<file path="src/rtl/nor_seq_pkg.sv">
package nor_seq_pkg;
  typedef enum logic [1:0] {
    OP_READ = 2'd0,
    OP_PROG = 2'd1,
    OP_SECT = 2'd2,
    OP_CHIP = 2'd3
  } nor_op_e;

  function automatic int imax(input int a, input int b);
    return (a > b) ? a : b;
  endfunction
endpackage

</file>
<file path="src/rtl/nor_cmd_step.sv">
module nor_cmd_step
  import nor_seq_pkg::*;
#(
  parameter int ADDR_W    = 19,
  parameter int DATA_W    = 8,
  parameter int SECT_BITS = 3
) (
  input  nor_op_e            op,
  input  logic [2:0]         step,
  input  logic [ADDR_W-1:0]  tgt_addr,
  input  logic [DATA_W-1:0]  tgt_data,
  output logic [ADDR_W-1:0]  cyc_addr,
  output logic [DATA_W-1:0]  cyc_data,
  output logic               cyc_last,
  output logic [ADDR_W-1:0]  sect_base
);
  localparam logic [ADDR_W-1:0] KEY_A = ADDR_W'(16'h5555);
  localparam logic [ADDR_W-1:0] KEY_B = ADDR_W'(16'h2AAA);
  localparam logic [ADDR_W-1:0] SECT_MASK =
    {{SECT_BITS{1'b1}}, {(ADDR_W-SECT_BITS){1'b0}}};

  assign sect_base = tgt_addr & SECT_MASK;

  always_comb begin
    cyc_addr = KEY_A;
    cyc_data = DATA_W'(8'hAA);
    cyc_last = 1'b0;
    if (op == OP_PROG) begin
      case (step)
        3'd0: begin cyc_addr = KEY_A; cyc_data = DATA_W'(8'hAA); end
        3'd1: begin cyc_addr = KEY_B; cyc_data = DATA_W'(8'h55); end
        3'd2: begin cyc_addr = KEY_A; cyc_data = DATA_W'(8'hA0); end
        default: begin
          cyc_addr = tgt_addr;
          cyc_data = tgt_data;
          cyc_last = 1'b1;
        end
      endcase
    end else begin
      case (step)
        3'd0: begin cyc_addr = KEY_A; cyc_data = DATA_W'(8'hAA); end
        3'd1: begin cyc_addr = KEY_B; cyc_data = DATA_W'(8'h55); end
        3'd2: begin cyc_addr = KEY_A; cyc_data = DATA_W'(8'h80); end
        3'd3: begin cyc_addr = KEY_A; cyc_data = DATA_W'(8'hAA); end
        3'd4: begin cyc_addr = KEY_B; cyc_data = DATA_W'(8'h55); end
        default: begin
          cyc_last = 1'b1;
          if (op == OP_SECT) begin
            cyc_addr = sect_base;
            cyc_data = DATA_W'(8'h30);
          end else begin
            cyc_addr = KEY_A;
            cyc_data = DATA_W'(8'h10);
          end
        end
      endcase
    end
  end
endmodule

</file>
<file path="src/rtl/nor_bus_phy.sv">
module nor_bus_phy
  import nor_seq_pkg::*;
#(
  parameter int ADDR_W   = 19,
  parameter int DATA_W   = 8,
  parameter int T_SETUP  = 2,
  parameter int T_PULSE  = 3,
  parameter int T_HOLD   = 2,
  parameter int T_ACCESS = 3
) (
  input  logic              clk,
  input  logic              rst,
  input  logic              start,
  input  logic              is_wr,
  input  logic [ADDR_W-1:0] addr,
  input  logic [DATA_W-1:0] wdata,
  input  logic [DATA_W-1:0] fl_dq_i,
  output logic              cyc_done,
  output logic [DATA_W-1:0] rdata,
  output logic              fl_ce_n,
  output logic              fl_oe_n,
  output logic              fl_we_n,
  output logic [ADDR_W-1:0] fl_addr,
  output logic [DATA_W-1:0] fl_dq_o,
  output logic              fl_dq_oe
);
  localparam int TMAX  = imax(imax(T_SETUP, T_PULSE), imax(T_HOLD, T_ACCESS));
  localparam int CNT_W = $clog2(TMAX + 1);

  typedef enum logic [2:0] {
    B_IDLE, B_SETUP, B_PULSE, B_HOLD, B_RACC, B_RREC
  } bus_st_e;

  bus_st_e            st;
  logic [CNT_W-1:0]   cnt;

  always_ff @(posedge clk) begin
    if (rst) begin
      st       <= B_IDLE;
      cnt      <= '0;
      cyc_done <= 1'b0;
      rdata    <= '0;
      fl_ce_n  <= 1'b1;
      fl_oe_n  <= 1'b1;
      fl_we_n  <= 1'b1;
      fl_addr  <= '0;
      fl_dq_o  <= '0;
      fl_dq_oe <= 1'b0;
    end else begin
      cyc_done <= 1'b0;
      case (st)
        B_IDLE: if (start) begin
          fl_addr <= addr;
          fl_ce_n <= 1'b0;
          if (is_wr) begin
            fl_dq_o  <= wdata;
            fl_dq_oe <= 1'b1;
            cnt      <= CNT_W'(T_SETUP - 1);
            st       <= B_SETUP;
          end else begin
            fl_oe_n <= 1'b0;
            cnt     <= CNT_W'(T_ACCESS - 1);
            st      <= B_RACC;
          end
        end
        B_SETUP: if (cnt == '0) begin
          fl_we_n <= 1'b0;
          cnt     <= CNT_W'(T_PULSE - 1);
          st      <= B_PULSE;
        end else cnt <= cnt - 1'b1;
        B_PULSE: if (cnt == '0) begin
          fl_we_n <= 1'b1;
          cnt     <= CNT_W'(T_HOLD - 1);
          st      <= B_HOLD;
        end else cnt <= cnt - 1'b1;
        B_HOLD: if (cnt == '0) begin
          fl_dq_oe <= 1'b0;
          fl_ce_n  <= 1'b1;
          cyc_done <= 1'b1;
          st       <= B_IDLE;
        end else cnt <= cnt - 1'b1;
        B_RACC: if (cnt == '0) begin
          rdata   <= fl_dq_i;
          fl_oe_n <= 1'b1;
          cnt     <= CNT_W'(T_HOLD - 1);
          st      <= B_RREC;
        end else cnt <= cnt - 1'b1;
        B_RREC: if (cnt == '0) begin
          fl_ce_n  <= 1'b1;
          cyc_done <= 1'b1;
          st       <= B_IDLE;
        end else cnt <= cnt - 1'b1;
        default: st <= B_IDLE;
      endcase
    end
  end
endmodule

</file>
<file path="src/rtl/nor_poll_timer.sv">
module nor_poll_timer #(
  parameter int PROG_TO  = 12500,
  parameter int ERASE_TO = 250000000
) (
  input  logic clk,
  input  logic rst,
  input  logic clr,
  input  logic run,
  input  logic is_erase,
  output logic expired
);
  localparam int LIM_MAX = (PROG_TO > ERASE_TO) ? PROG_TO : ERASE_TO;
  localparam int TW      = $clog2(LIM_MAX + 1);

  logic [TW-1:0] ticks;
  logic [TW-1:0] limit;

  assign limit   = is_erase ? TW'(ERASE_TO) : TW'(PROG_TO);
  assign expired = (ticks >= limit);

  always_ff @(posedge clk) begin
    if (rst || clr) ticks <= '0;
    else if (run && !expired) ticks <= ticks + 1'b1;
  end
endmodule

</file>
<file path="src/rtl/nor_cmd_seq.sv">
module nor_cmd_seq
  import nor_seq_pkg::*;
#(
  parameter int ADDR_W    = 19,
  parameter int DATA_W    = 8,
  parameter int SECT_BITS = 3,
  parameter int T_SETUP   = 2,
  parameter int T_PULSE   = 3,
  parameter int T_HOLD    = 2,
  parameter int T_ACCESS  = 3,
  parameter int PROG_TO   = 12500,
  parameter int ERASE_TO  = 250000000
) (
  input  logic              clk,
  input  logic              rst,
  input  logic              req_valid,
  input  logic [1:0]        req_op,
  input  logic [ADDR_W-1:0] req_addr,
  input  logic [DATA_W-1:0] req_data,
  output logic              req_ready,
  output logic              done,
  output logic              err,
  output logic [DATA_W-1:0] rd_data,
  output logic              fl_ce_n,
  output logic              fl_oe_n,
  output logic              fl_we_n,
  output logic [ADDR_W-1:0] fl_addr,
  output logic [DATA_W-1:0] fl_dq_o,
  output logic              fl_dq_oe,
  input  logic [DATA_W-1:0] fl_dq_i
);
  typedef enum logic [1:0] { S_IDLE, S_ISSUE, S_WAIT } seq_st_e;

  seq_st_e            st;
  nor_op_e            op_q;
  logic [ADDR_W-1:0]  addr_q;
  logic [DATA_W-1:0]  data_q;
  logic [2:0]         step_q;
  logic               polling;
  logic               tmr_clr;

  logic               phy_start, phy_wr, phy_done;
  logic [ADDR_W-1:0]  phy_addr;
  logic [DATA_W-1:0]  phy_wdata, phy_rdata;

  logic [ADDR_W-1:0]  c_addr, sect_base, poll_addr;
  logic [DATA_W-1:0]  c_data;
  logic               c_last, tmr_exp, expect_b7, reads_only;

  nor_cmd_step #(.ADDR_W(ADDR_W), .DATA_W(DATA_W), .SECT_BITS(SECT_BITS)) u_step (
    .op(op_q), .step(step_q), .tgt_addr(addr_q), .tgt_data(data_q),
    .cyc_addr(c_addr), .cyc_data(c_data), .cyc_last(c_last), .sect_base(sect_base)
  );

  nor_bus_phy #(.ADDR_W(ADDR_W), .DATA_W(DATA_W), .T_SETUP(T_SETUP),
                .T_PULSE(T_PULSE), .T_HOLD(T_HOLD), .T_ACCESS(T_ACCESS)) u_phy (
    .clk(clk), .rst(rst), .start(phy_start), .is_wr(phy_wr), .addr(phy_addr),
    .wdata(phy_wdata), .fl_dq_i(fl_dq_i), .cyc_done(phy_done), .rdata(phy_rdata),
    .fl_ce_n(fl_ce_n), .fl_oe_n(fl_oe_n), .fl_we_n(fl_we_n), .fl_addr(fl_addr),
    .fl_dq_o(fl_dq_o), .fl_dq_oe(fl_dq_oe)
  );

  nor_poll_timer #(.PROG_TO(PROG_TO), .ERASE_TO(ERASE_TO)) u_tmr (
    .clk(clk), .rst(rst), .clr(tmr_clr), .run(polling),
    .is_erase(op_q != OP_PROG), .expired(tmr_exp)
  );

  assign poll_addr  = (op_q == OP_SECT) ? sect_base : addr_q;
  assign expect_b7  = (op_q == OP_PROG) ? data_q[DATA_W-1] : 1'b1;
  assign reads_only = (op_q == OP_READ) || polling;
  assign req_ready  = (st == S_IDLE);

  always_ff @(posedge clk) begin
    if (rst) begin
      st        <= S_IDLE;
      op_q      <= OP_READ;
      addr_q    <= '0;
      data_q    <= '0;
      step_q    <= '0;
      polling   <= 1'b0;
      tmr_clr   <= 1'b0;
      phy_start <= 1'b0;
      phy_wr    <= 1'b0;
      phy_addr  <= '0;
      phy_wdata <= '0;
      done      <= 1'b0;
      err       <= 1'b0;
      rd_data   <= '0;
    end else begin
      done    <= 1'b0;
      err     <= 1'b0;
      tmr_clr <= 1'b0;
      case (st)
        S_IDLE: if (req_valid) begin
          op_q    <= nor_op_e'(req_op);
          addr_q  <= req_addr;
          data_q  <= req_data;
          step_q  <= '0;
          polling <= 1'b0;
          st      <= S_ISSUE;
        end
        S_ISSUE: begin
          phy_start <= 1'b1;
          phy_wr    <= !reads_only;
          phy_addr  <= reads_only ? poll_addr : c_addr;
          phy_wdata <= c_data;
          st        <= S_WAIT;
        end
        S_WAIT: begin
          phy_start <= 1'b0;
          if (phy_done) begin
            if (op_q == OP_READ) begin
              rd_data <= phy_rdata;
              done    <= 1'b1;
              st      <= S_IDLE;
            end else if (!polling) begin
              if (c_last) begin
                polling <= 1'b1;
                tmr_clr <= 1'b1;
              end else begin
                step_q <= step_q + 1'b1;
              end
              st <= S_ISSUE;
            end else if (phy_rdata[DATA_W-1] == expect_b7) begin
              polling <= 1'b0;
              done    <= 1'b1;
              st      <= S_IDLE;
            end else if (tmr_exp) begin
              polling <= 1'b0;
              done    <= 1'b1;
              err     <= 1'b1;
              st      <= S_IDLE;
            end else begin
              st <= S_ISSUE;
            end
          end
        end
        default: st <= S_IDLE;
      endcase
    end
  end
endmodule

</file>
<file path="config.mk">
export PLATFORM = sky130hd
export DESIGN_NAME = nor_cmd_seq
export DESIGN_NICKNAME = d
export VERILOG_FILES = /design/src/rtl/nor_seq_pkg.sv /design/src/rtl/nor_cmd_step.sv /design/src/rtl/nor_bus_phy.sv /design/src/rtl/nor_poll_timer.sv /design/src/rtl/nor_cmd_seq.sv
export SDC_FILE = /design/constraint.sdc
export NUM_CORES = 1
export LEC_CHECK = 0
export ABC_AREA = 1
export ABC_CLOCK_PERIOD_IN_PS = 2490
export BUFFER_PORTS_ARGS = -buffer_cell sky130_fd_sc_hd__buf_2
export CORE_MARGIN = 4
export CORE_UTILIZATION = 50
export DETAILED_ROUTE_END_ITERATION = 8
export PLACE_DENSITY_LB_ADDON = 0.3
export SLEW_MARGIN = 20
export SYNTH_ARGS = -nofsm -noshare
export SYNTH_HDL_FRONTEND = slang
export SYNTH_HIERARCHICAL = 1
export SYNTH_SLANG_ARGS = --single-unit
</file>
<file path="constraint.sdc">
create_clock -name clk -period 2.49 [get_ports clk]
set_input_delay 0.3735 -clock clk [delete_from_list [all_inputs] [get_ports clk]]
set_output_delay 0.3735 -clock clk [all_outputs]
set_load 0.01 [all_outputs]
</file>
==> out/qor.csv, run 1 <==
metric,value,unit
status,completed,
cts bufs inserted,17,
"Avg Cell Area, Syn",7.08,µm²
Yosys top cell area share,0.362,
pwr dens,952,nW/µm²
Diodes inserted,0,
leakage,4.14,nW
Rel. slew slack,0.541,
Setup crit start kind,flop,
fin nets,1291,
Worst Path Max Fanout,16,
Placer Congestion,0.864,
DR vias/cell,5.19,
Post-synth ARST share,0,
initial detailed-routing violation count,522,
clock latency on the worst-skew pair,0.42,ns
CTS tree,yes,
met1 Resource Use GR,0.305,
Worst-path clk slew,0.06,ns
met3 usage,0.0407,
total track usage,0.219,
kind of critical path,reg -> reg,
RSZ-0062 raised after global routing,true,
Tcrit/Tclk final,0.907,
fmax,443,MHz
drt drc,0,
I/O Buffers,81,
hold path cells,3,
WP data arrival,2.55,ns
dominant cells by area after synthesis,"dfxtp_1 36%, nand2_1 11%, nor2_1 8.3%",
Clock Sinks,148,
Final setup viols,0,
post-layout util,0.579,
Die Ht,136,µm
Post-synth EDFFs,0,
Die X,136,µm
CTS HTree Levels,4,
drt first pass iters,5,
mapped cell area,8180,µm²
Overflow after GRT,0,
FF-to-FF path depth,16,
worst slew pin tran,0.687,ns
placeable core region,15900,µm²
"Area growth, synth to finish",12.9,%
Most used DFF post-synth,dfxtp_1,
Post-DRT Antenna Nets,0,
Starting Density,0.513,
Die Area,18500,µm²
HPWL after DPL,14.0,mm
WP data required,2.78,ns
leading area contributor after synthesis,dfxtp_1,
Synth cell types,47,
final hold vios,0,
CTS max path bufs,2,
max cap viols,0,
min Tclk post-route,2.26,ns
met2 Use GR,0.346,
FP Rows,46,
share of layout cells above drive strength 1,0.187,
Synth Register Bits,148,
setup total negative slack,0,ns
worst hold path class,in -> reg,
Layout Skew,0.00971,ns
largest net degree at the start of global routing,48,
"Seq/Total Area, Yosys",0.362,
Setup crit end kind,flop,
drt wl/cell,13.6,µm
first-pass GRT wire length,33.1,mm
via count,7550,
"Slew Viols, Final",0,
Post-Synthesis Cells,1156,
peak supply drop,0.576,mV
YS warnings,6,
R2R Setup Slk,0.23,ns
Root Buffer,clkbuf_16,
initial antenna violation count,1,
GR peak layer,met2,
vias in the first global route,6862,
IO Count,82,
routed wire length,19.8,mm
==> cell usage in the layout (no fill, tap or decap), types with 2 or more instances in the layout <==
cell / synthesis / layout
o21ai_0: 64 / 64
o211ai_2: 8 / 8
nand4_1: 21 / 21
a21oi_1: 53 / 52
clkbuf_16: 0 / 17
nand2_2: 11 / 11
nor3_2: 2 / 2
inv_6: 0 / 2
clkinvlp_4: 0 / 2
nor3_1: 15 / 15
nand2_4: 5 / 5
o211ai_1: 15 / 15
nor2_1: 182 / 181
nor2_2: 9 / 10
inv_1: 100 / 100
clkinv_2: 0 / 5
clkinv_1: 2 / 2
dfxtp_1: 148 / 148
nor4_1: 2 / 2
a21oi_2: 1 / 2
a311oi_1: 5 / 5
nand3_4: 2 / 2
nor2_4: 13 / 13
o21ai_1: 20 / 20
ha_1: 24 / 24
inv_2: 15 / 15
nand3_2: 13 / 13
nand2_1: 239 / 239
conb_1: 1 / 16
buf_4: 23 / 26
a31oi_1: 15 / 15
nand3_1: 82 / 82
o21ai_2: 3 / 3
nor2_8: 3 / 3
buf_2: 14 / 81
bufinv_16: 0 / 3
==> final cells by class <==
cell class | instances | area (µm²)
inverters | 118 | 445
multi-input cells | 833 | 4330
flip-flops and latches | 148 | 2960
well taps | 216 | 270
clock buffers | 19 | 443
fillers | 1515 | 6710
repair buffers | 109 | 632
clock inverters | 13 | 156
==> timing repair <==
action / 4_1_cts / 5_1_grt
gates resized for setup: 0 / 3
hold buffers: 0 / 0
endpoints found under the hold margin: 0 / 0
endpoints found under the setup margin: 0 / 20
setup buffers: 0 / 4
==> critical path, stage by stage, from the launching register on <==
cell and delay (ns):
dfxtp_1 0.32, inv_2 0.06, nor2_2 0.04, inv_1 0.11
inv_1 0.09, buf_12 0.14, ha_1 0.29, nand2_1 0.07
nor2_1 0.14, nand3_2 0.13, nor2_2 0.17, nand2_4 0.11
buf_4 0.21, nand3_1 0.10, nand2_1 0.05, nand2_1 0.06
nor2_1 0.03
==> flip-flops by register name, indices dropped and copies added (netlist names), 2 cells and up <==
signal,count
u_phy/fl_dq_o,8
addr_q,19
u_phy/cnt,2
phy_wdata,8
u_phy/st,3
rd_data,8
step_q,3
u_tmr/ticks,28
st,2
data_q,8
phy_addr,19
op_q,2
u_phy/fl_addr,19
u_phy/rdata,8
==> cell families after synthesis <==
logic type      after synthesis  share of synthesized area
simple gates                600                      0.342
xor+xnor                      1                    0.00107
compound gates              192                      0.141
fa+ha+maj                    24                     0.0367
buf+inv                     190                      0.117
flops                       148                      0.362
other cells                   1                   0.000458
==> per-stage QoR <==
stage          area [µm²]  total power [W]  setup slack [ns]  cells  hold WS, ns
6_report             9240          0.00879             0.233   1456        0.194
5_1_grt              9240          0.00936           -0.0108   1456        0.198
4_1_cts              9200          0.00882             0.160   1452        0.181
3_5_place_dp         8600          0.00617             0.187   1420        0.448
3_3_place_gp         8600          0.00611             0.265   1420        0.438
2_1_floorplan        8240          0.00548             0.174   1171        0.443
==> final timing paths <==
| check | from | end |
|---|---|---|
| setup / recovery | op_q[0]$_SDFFE_PP0P_ | u_tmr/ticks[23]$_SDFFE_PP0P_ |
| hold / removal | fl_dq_i[4] | u_phy/rdata[4]$_SDFFE_PP0P_ |
| setup reg to reg | op_q[0]$_SDFFE_PP0P_ | u_tmr/ticks[23]$_SDFFE_PP0P_ |
| hold reg to reg | u_phy/fl_dq_o[4]$_SDFFE_PP0P_ | u_phy/fl_dq_o[4]$_SDFFE_PP0P_ |
==> synthesized netlist by cell type, types with 9 or more instances <==
cell type / n
a21oi_1: 53
a31oi_1: 15
buf_2: 14
buf_4: 23
buf_6: 13
clkbuf_1: 18
dfxtp_1: 148
ha_1: 24
inv_1: 100
inv_2: 15
nand2_1: 239
nand2_2: 11
nand3_1: 82
nand3_2: 13
nand4_1: 21
nor2_1: 182
nor2_2: 9
nor2_4: 13
nor3_1: 15
o211ai_1: 15
o21ai_0: 64
o21ai_1: 20
==> power breakdown <==
group	total [W]	switching (W)	internal, W
registers	0.00321	0.000341	0.00287
clock network	0.00263	0.00103	0.00160
logic	0.00295	0.00199	0.000964
==> routing by layer <==
layer  vias to the layer above  share of wire  wire length [µm]
li1                       3877              -                 -
met1                      3426           0.48              9530
met2                       225           0.45              8910
met3                        20          0.054              1070
met4                         2          0.012               233
met5                         -        0.00056                11
Note: power is estimated with default switching activity, not from simulation.
==> run 2: changes to the inputs <==
Settings changed: ABC_CLOCK_PERIOD_IN_PS 2490 to 2000, PLACE_DENSITY_LB_ADDON 0.3 to 0.08, SYNTH_HIERARCHICAL 1 to not set.
Clock period 2.49 ns to 2 ns, I/O delays scaled along.
==> run 2 against run 1 <==
  * Routed wire length shrank 5.2%
  * Core utilization grew 6.0 points
  * Highest routed layer is now met4
  * Register-to-register slack lost 0.18 ns
  * Synthesized cell count shrank 15%
  * Critical path type unchanged
  * Sequential power grew 25%
  * Sequential share of layout area grew 2.6 points
  * Die area shrank 14%
==> out/qor.csv, run 2 <==
metric,value,unit,change
status,completed,,
YS warnings,0,,-6
peak supply drop,0.762,mV,+32%
Die Ht,126,µm,-7.4%
routed wire length,18.7,mm,-5.2%
RSZ-0062 raised after global routing,true,,
Setup crit end kind,flop,,
drt first pass iters,5,,unchanged
total track usage,0.235,,+0.0160
critical hold path startpoint,fl_dq_i[3],,
first-pass GRT wire length,30.2,mm,-8.6%
Final setup viols,0,,unchanged
share of layout cells above drive strength 1,0.203,,+0.0163
FP Rows,42,,-8.7%
kind of critical path,reg -> reg,,
drt wl/cell,14.5,µm,+7.2%
worst hold path class,in -> reg,,
Synthesized Nets,1042,,
clock latency on the worst-skew pair,0.43,ns,about the same
cts-stage hold buffer count,0,,unchanged
Largest register FFs,28,,unchanged
"Seq/Total Area, Yosys",0.426,,+0.0644
vias in the first global route,5884,,-14%
CTS max path bufs,2,,unchanged
RR Startpoint,u_tmr.ticks[2]$_SDFFE_PP0P_,,
"commonest non-fill, non-tap cell in the layout",nor2_1,,
I/O Buffers,81,,unchanged
"Area growth, synth to finish",23.4,%,
largest net degree at the start of global routing,77,,+60%
Yosys top cell area share,0.426,,+0.0644
Worst-path clk slew,0.07,ns,about the same
Placer Congestion,0.944,,+9.4%
via count,6744,,-11%
WHS Endpoint,u_phy.rdata[3]$_SDFFE_PP0P_,,
HPWL after DPL,13.8,mm,-1.4%
Setup crit start kind,flop,,
fin nets,1157,,-10%
leading area contributor after synthesis,dfxtp_1,,
placeable core region,13400,µm²,-16%
Layout Skew,0.0113,ns,+0.00160 ns
WP data required,2.32,ns,-0.46 ns
CTS tree,yes,,
final hold vios,0,,unchanged
Synth Register Bits,148,,unchanged
Finished Layout Cells,1287,,-12%
R2R Setup Slk,0.05,ns,-0.18 ns
Starting Density,0.518,,+0.00522
dpl cells,1252,,-12%
Reg2Reg Capture Point,u_tmr.ticks[14]$_SDFFE_PP0P_,,
leakage,3.73,nW,-9.8%
Post-DRT Antenna Nets,0,,unchanged
top-count cell post-synth,nand2_1,,
Post-synth EDFFs,0,,unchanged
Synth cell types,43,,-8.5%
dpl ws,-0.0378,ns,-0.224 ns
final worst slack,0.0486,ns,-0.184 ns
WP data arrival,2.27,ns,-0.28 ns
"Avg Cell Area, Syn",7.07,µm²,-0.15%
register with the most flip-flops,u_tmr.ticks,,
"Slew Viols, Final",0,,unchanged
Root Buffer,clkbuf_16,,
most frequent cells after synthesis,"168 x nand2_1, 165 x nor2_1, 148 x dfxtp_1, 112 x o21ai_0, 96 x a21oi_1",,
worst slew pin tran,0.634,ns,-0.0531 ns
hold path cells,3,,unchanged
Total Power,0.0108,W,+23%
Die Area,15800,µm²,-14%
min Tclk post-route,1.95,ns,-0.306 ns
max cap viols,0,,unchanged
Clock Sinks,148,,unchanged
Die X,126,µm,-7.4%
Post-synth ARST share,0,,unchanged
Critical Path Max Stage Delay,0.41,ns,+0.09 ns
Worst Path Max Fanout,4,,-12
initial antenna violation count,0,,-1
dominant cells by area after synthesis,"dfxtp_1 43%, nand2_1 9.1%, nor2_1 8.9%",,
cts bufs inserted,17,,unchanged
CTS HTree Levels,4,,unchanged
most frequent cells in the layout,"160 x nor2_1, 156 x nand2_1, 145 x dfxtp_1",,
DR vias/cell,5.24,,+1.1%
initial detailed-routing violation count,467,,-11%
fmax,512,MHz,+16%
Fill cells,1299,,-14%
Most used DFF post-synth,dfxtp_1,,
CP max stage cell,nor4_1,,
CP bufs+invs,3,,-2
Overflow after GRT,0,,unchanged
Worst path top cell family by delay,simple AND/OR/NAND/NOR gates,,
Tcrit/Tclk final,0.976,,+0.0692
drt drc,0,,unchanged
mapped cell area,6950,µm²,-15%
Diodes inserted,0,,unchanged
Post-Synthesis Cells,983,,-15%
pwr dens,1260,nW/µm²,+32%
FF-to-FF path depth,10,,-6
IO Count,82,,unchanged
Rel. slew slack,0.577,,+0.0360
CP Cell Sequence,inv_2 > buf_4 > nor3_2 > nand2_2 > nor2_2 > inv_1 > nor4_1 > nand3_1 > nand2_1 > nor2_1,,
## run 2: cell count changes after synthesis, sizes merged, moves of 16 or more
cell / before / now
buf: 54 / 9
o21ai: 87 / 114
a21oi: 55 / 97
inv: 116 / 92
nand4: 21 / 5
nand2: 255 / 169
nand3: 97 / 43
o211ai: 23 / 1
nor2: 207 / 171
## run 2: timing repair
item	in CTS	in global routing
resized for setup	7	51
cloned	0	0
setup buffers	0	3
setup endpoints to repair	6	46
pin swaps	1	9
## run 2: report_power, final
part / switching [W] / internal [W]
clock: 0.00141 / 0.00169
sequential: 0.000391 / 0.00363
combinational: 0.00234 / 0.00133
total: 0.00414 / 0.00665
## run 2: worst max-delay path by stage
stage / cells past startpoint / start / to
finish: 10 / u_tmr.ticks[2]$_SDFFE_PP0P_ / u_tmr.ticks[14]$_SDFFE_PP0P_
global route: 19 / op_q[0]$_SDFFE_PP0P_ / u_tmr.ticks[10]$_SDFFE_PP0P_
CTS: 11 / step_q[1]$_SDFFE_PP0P_ / step_q[1]$_SDFFE_PP0P_
detailed placement: 19 / op_q[0]$_SDFFE_PP0P_ / u_tmr.ticks[10]$_SDFFE_PP0P_
global placement: 18 / op_q[1]$_SDFFE_PP0P_ / u_tmr.ticks[10]$_SDFFE_PP0P_
floorplan: 18 / op_q[1]$_SDFFE_PP0P_ / u_tmr.ticks[10]$_SDFFE_PP0P_
## run 2: metrics by stage
step / TNS (ns) / cell area, µm² / util / hold slack [ns]
after floorplan: 0 / 6950 / - / 0.425
after global placement: 0 / 7800 / 0.582 / 0.436
after detailed placement: -0.120 / 7800 / 0.582 / 0.443
after CTS: 0 / 8390 / 0.626 / 0.0701
after global routing: -1.14 / 8570 / 0.640 / 0.0961
final: 0 / 8570 / 0.640 / 0.0912
## run 2: kinds of logic (layout without fill, tap and decap cells)
logic type                 count (synthesis)  after routing  synth area share
AOI/OAI and AO/OA                        236            236             0.180
buffers and inverters                    132            260            0.0764
adders and majority gates                 19             19            0.0342
DFF                                      148            148             0.426
xor gates and xnor gates                  16             16            0.0202
and+or+nand+nor                          432            432             0.263
## run 2: tightest hold or removal path, delay by kind of cell
kind	cells	cell delay (ns)
AND/OR/NAND/NOR	2	0.11
buffers and inverters	1	0.07
## run 2: layout make-up
cell class | instances | area, µm² | area share
multi-input cells | 703 | 3610 | 0.421
repair buffers | 134 | 840 | 0.0979
well taps | 176 | 220 | 0.0257
inverters | 94 | 358 | 0.0417
clock buffers | 18 | 439 | 0.0512
flip-flops and latches | 148 | 2970 | 0.346
clock inverters | 14 | 138 | 0.0161
## run 2: layer usage
| layer | part of all wire | global-route usage | wire length [µm] |
|---|---|---|---|
| met1 | 0.52 | 0.371 | 9690 |
| met2 | 0.39 | 0.306 | 7300 |
| met3 | 0.079 | 0.0593 | 1480 |
| met4 | 0.013 | 0.0738 | 250 |
| met5 | 0 | 0 | 0 |
==> run 3: changes to the inputs <==
Settings changed: CORE_ASPECT_RATIO set to 1.4.
==> run 3 against run 2 <==
  * Final cell count grew 1.6%
  * Clock-buffer cell count is 1 lower
  * Critical path depth increased by 3
  * Die area rose by 0.17%
  * Largest power group unchanged
  * Fmax decreased by 2.6%
  * Global-route usage rose by 1.2 points
  * The flow now finishes with violations (negative setup slack)
  * Clock power hardly changed
  * Via count grew 0.83%
  * Largest cell class unchanged
  * Hold slack better by 0.0046 ns
==> out/qor.csv, run 3 (synthesis gave the netlist of run 2 again) <==
metric,value,unit,change
status,"complete, but fails checks",,
failing checks,negative setup slack,,
Final setup viols,1,,+1
FF-to-FF path depth,13,,+3
Diodes inserted,0,,unchanged
cts bufs inserted,17,,unchanged
WHS Endpoint,u_phy.rdata[2]$_SDFFE_PP0P_,,
dpl ws,-0.0909,ns,-0.0531 ns
register with the most flip-flops,u_tmr.ticks,,
initial antenna violation count,0,,unchanged
most frequent cells in the layout,"161 x nor2_1, 155 x nand2_1, 144 x dfxtp_1",,
I/O Buffers,81,,unchanged
setup total negative slack,-0.00388,ns,-0.00388 ns
Tcrit/Tclk final,1.00,,+0.0263
FF+latch area,2970,µm²,about the same
Rel. slew slack,0.646,,+0.0692
peak supply drop,0.877,mV,+15%
Placer Congestion,0.899,,-4.8%
"Area growth, synth to finish",26.6,%,
IO Count,82,,unchanged
total track usage,0.247,,+0.0120
leakage,3.85,nW,+3.2%
RSZ-0062 raised after global routing,true,,
WP data required,2.31,ns,about the same
initial detailed-routing violation count,317,,-32%
FP Rows,50,,+19%
CTS max path bufs,2,,unchanged
HPWL after DPL,14.4,mm,+4.8%
CTS tree,yes,,
CTS HTree Levels,4,,unchanged
fmax,499,MHz,-2.6%
final worst slack,-0.00388,ns,-0.0525 ns
Worst-path clk slew,0.07,ns,about the same
kind of critical path,reg -> reg,,
"commonest non-fill, non-tap cell in the layout",nor2_1,,
final hold vios,0,,unchanged
cts-stage hold buffer count,0,,unchanged
R2R Setup Slk,-0.004,ns,-0.05 ns
RR Startpoint,op_q[0]$_SDFFE_PP0P_,,
drt wl/cell,14.9,µm,+2.4%
Largest register FFs,28,,unchanged
Clock Sinks,148,,unchanged
vias in the first global route,6528,,+11%
"Top cell by count, worst path",nand2_1,,
max cap viols,0,,unchanged
Post-DRT Antenna Nets,0,,unchanged
WP data arrival,2.31,ns,+0.04 ns
Setup crit end kind,flop,,
pwr dens,1240,nW/µm²,-1.7%
clock latency on the worst-skew pair,0.43,ns,about the same
fin nets,1172,,+1.3%
worst hold path class,in -> reg,,
largest net degree at the start of global routing,36,,-53%
Critical Path Max Stage Delay,0.34,ns,-0.07 ns
CP max stage cell,dfxtp_2,,
Die Area,15900,µm²,+0.17%
Setup crit start kind,flop,,
Starting Density,0.514,,-0.00432
routed wire length,19.5,mm,+4.1%
first-pass GRT wire length,31.5,mm,+4.1%
Worst Path Max Fanout,13,,+9
min Tclk post-route,2.00,ns,+0.0525 ns
drt first pass iters,5,,unchanged
Layout Skew,0.00873,ns,-0.00258 ns
via count,6800,,+0.83%
share of layout cells above drive strength 1,0.219,,+0.0159
Finished Layout Cells,1308,,+1.6%
Fill cells,1274,,-1.9%
dpl cells,1271,,+1.5%
placeable core region,13500,µm²,+0.84%
drt drc,0,,unchanged
DR vias/cell,5.20,,-0.79%
area of the multi-input gates,3660,µm²,+1.4%
"Slew Viols, Final",0,,unchanged
Root Buffer,clkbuf_16,,
Die X,108,µm,-15%
critical hold path startpoint,fl_dq_i[2],,
hold path cells,3,,unchanged
Reg2Reg Capture Point,u_tmr.ticks[17]$_SDFFE_PP0P_,,
Overflow after GRT,0,,unchanged
CP Cell Sequence,inv_4 > nor2_4 > ha_4 > or2_2 > a21oi_2 > nand2_1 > nand2_1 > nand2_1 > inv_2 > nand3_4 > buf_4 > nor3_1 > nor3_1,,
worst slew pin tran,0.530,ns,-0.104 ns
Die Ht,147,µm,+17%
==> run 3: cell types whose count changed in the layout (fill, tap and decap cells not counted), sizes merged <==
| cell | delta |
|---|---|
| clkbuf | +1 |
| clkinvlp | +1 |
| buf | +13 |
| inv | +2 |
| clkinv | -2 |
==> run 3: how the worst max path moves through the flow <==
stage / to / depth (start not counted) / start
final: u_tmr.ticks[17]$_SDFFE_PP0P_ / 13 / op_q[0]$_SDFFE_PP0P_
after global routing: u_tmr.ticks[10]$_SDFFE_PP0P_ / 17 / op_q[0]$_SDFFE_PP0P_
after CTS: u_tmr.ticks[8]$_SDFFE_PP0P_ / 14 / op_q[0]$_SDFFE_PP0P_
after detailed placement: u_tmr.ticks[6]$_SDFFE_PP0P_ / 16 / op_q[0]$_SDFFE_PP0P_
after global placement: u_tmr.ticks[14]$_SDFFE_PP0P_ / 10 / u_tmr.ticks[2]$_SDFFE_PP0P_
after floorplan: u_tmr.ticks[10]$_SDFFE_PP0P_ / 18 / op_q[1]$_SDFFE_PP0P_
==> run 3: routing by layer <==
metal  wire (µm)  global-route usage
met1        7820               0.277
met2       10600               0.453
met3         560              0.0463
met4         538              0.0941
met5           0                   0
==> run 3: cell type report <==
class / count / share of cell area
Clock buffer: 17 / 0.0484
Clock inverter: 15 / 0.0178
Inverter: 94 / 0.0413
Multi-Input combinational cell: 703 / 0.416
Sequential cell: 148 / 0.338
Tap cell: 182 / 0.0259
Timing Repair Buffer: 149 / 0.113
==> run 3: power by group <==
| part | total (W) | leakage [nW] | internal [W] | switching, W |
|---|---|---|---|---|
| logic | 0.00374 | 2.36 | 0.00140 | 0.00234 |
| registers | 0.00401 | 1.21 | 0.00363 | 0.000379 |
| clock network | 0.00312 | 0.281 | 0.00167 | 0.00145 |
| total | 0.0109 | 3.85 | 0.00670 | 0.00418 |
==> run 3: repair_timing <==
item,CTS,global route
pin swaps,1,8
hold endpoints to repair,0,0
setup endpoints to repair,29,44
gates cloned,0,2
setup buffers,0,3
resized for setup,9,57
==> run 3: per-stage QoR <==
step,util,hold slack [ns],total power (W),instance area [µm²]
after floorplan,-,0.425,0.00635,6950
after global placement,0.585,0.435,0.00760,7900
after detailed placement,0.585,0.437,0.00764,7900
after CTS,0.630,0.0817,0.0108,8520
after global routing,0.651,0.0995,0.0116,8790
final,0.651,0.0957,0.0109,8790
==> run 3: worst max-delay path, delay by kind of cell (launching register included) <==
| kind | cells | cell delay [ns] |
|---|---|---|
| simple gates | 8 | 0.87 |
| compound gates | 1 | 0.15 |
| buf+inv | 3 | 0.39 |
| flops | 1 | 0.34 |
| fa+ha+maj | 1 | 0.14 |
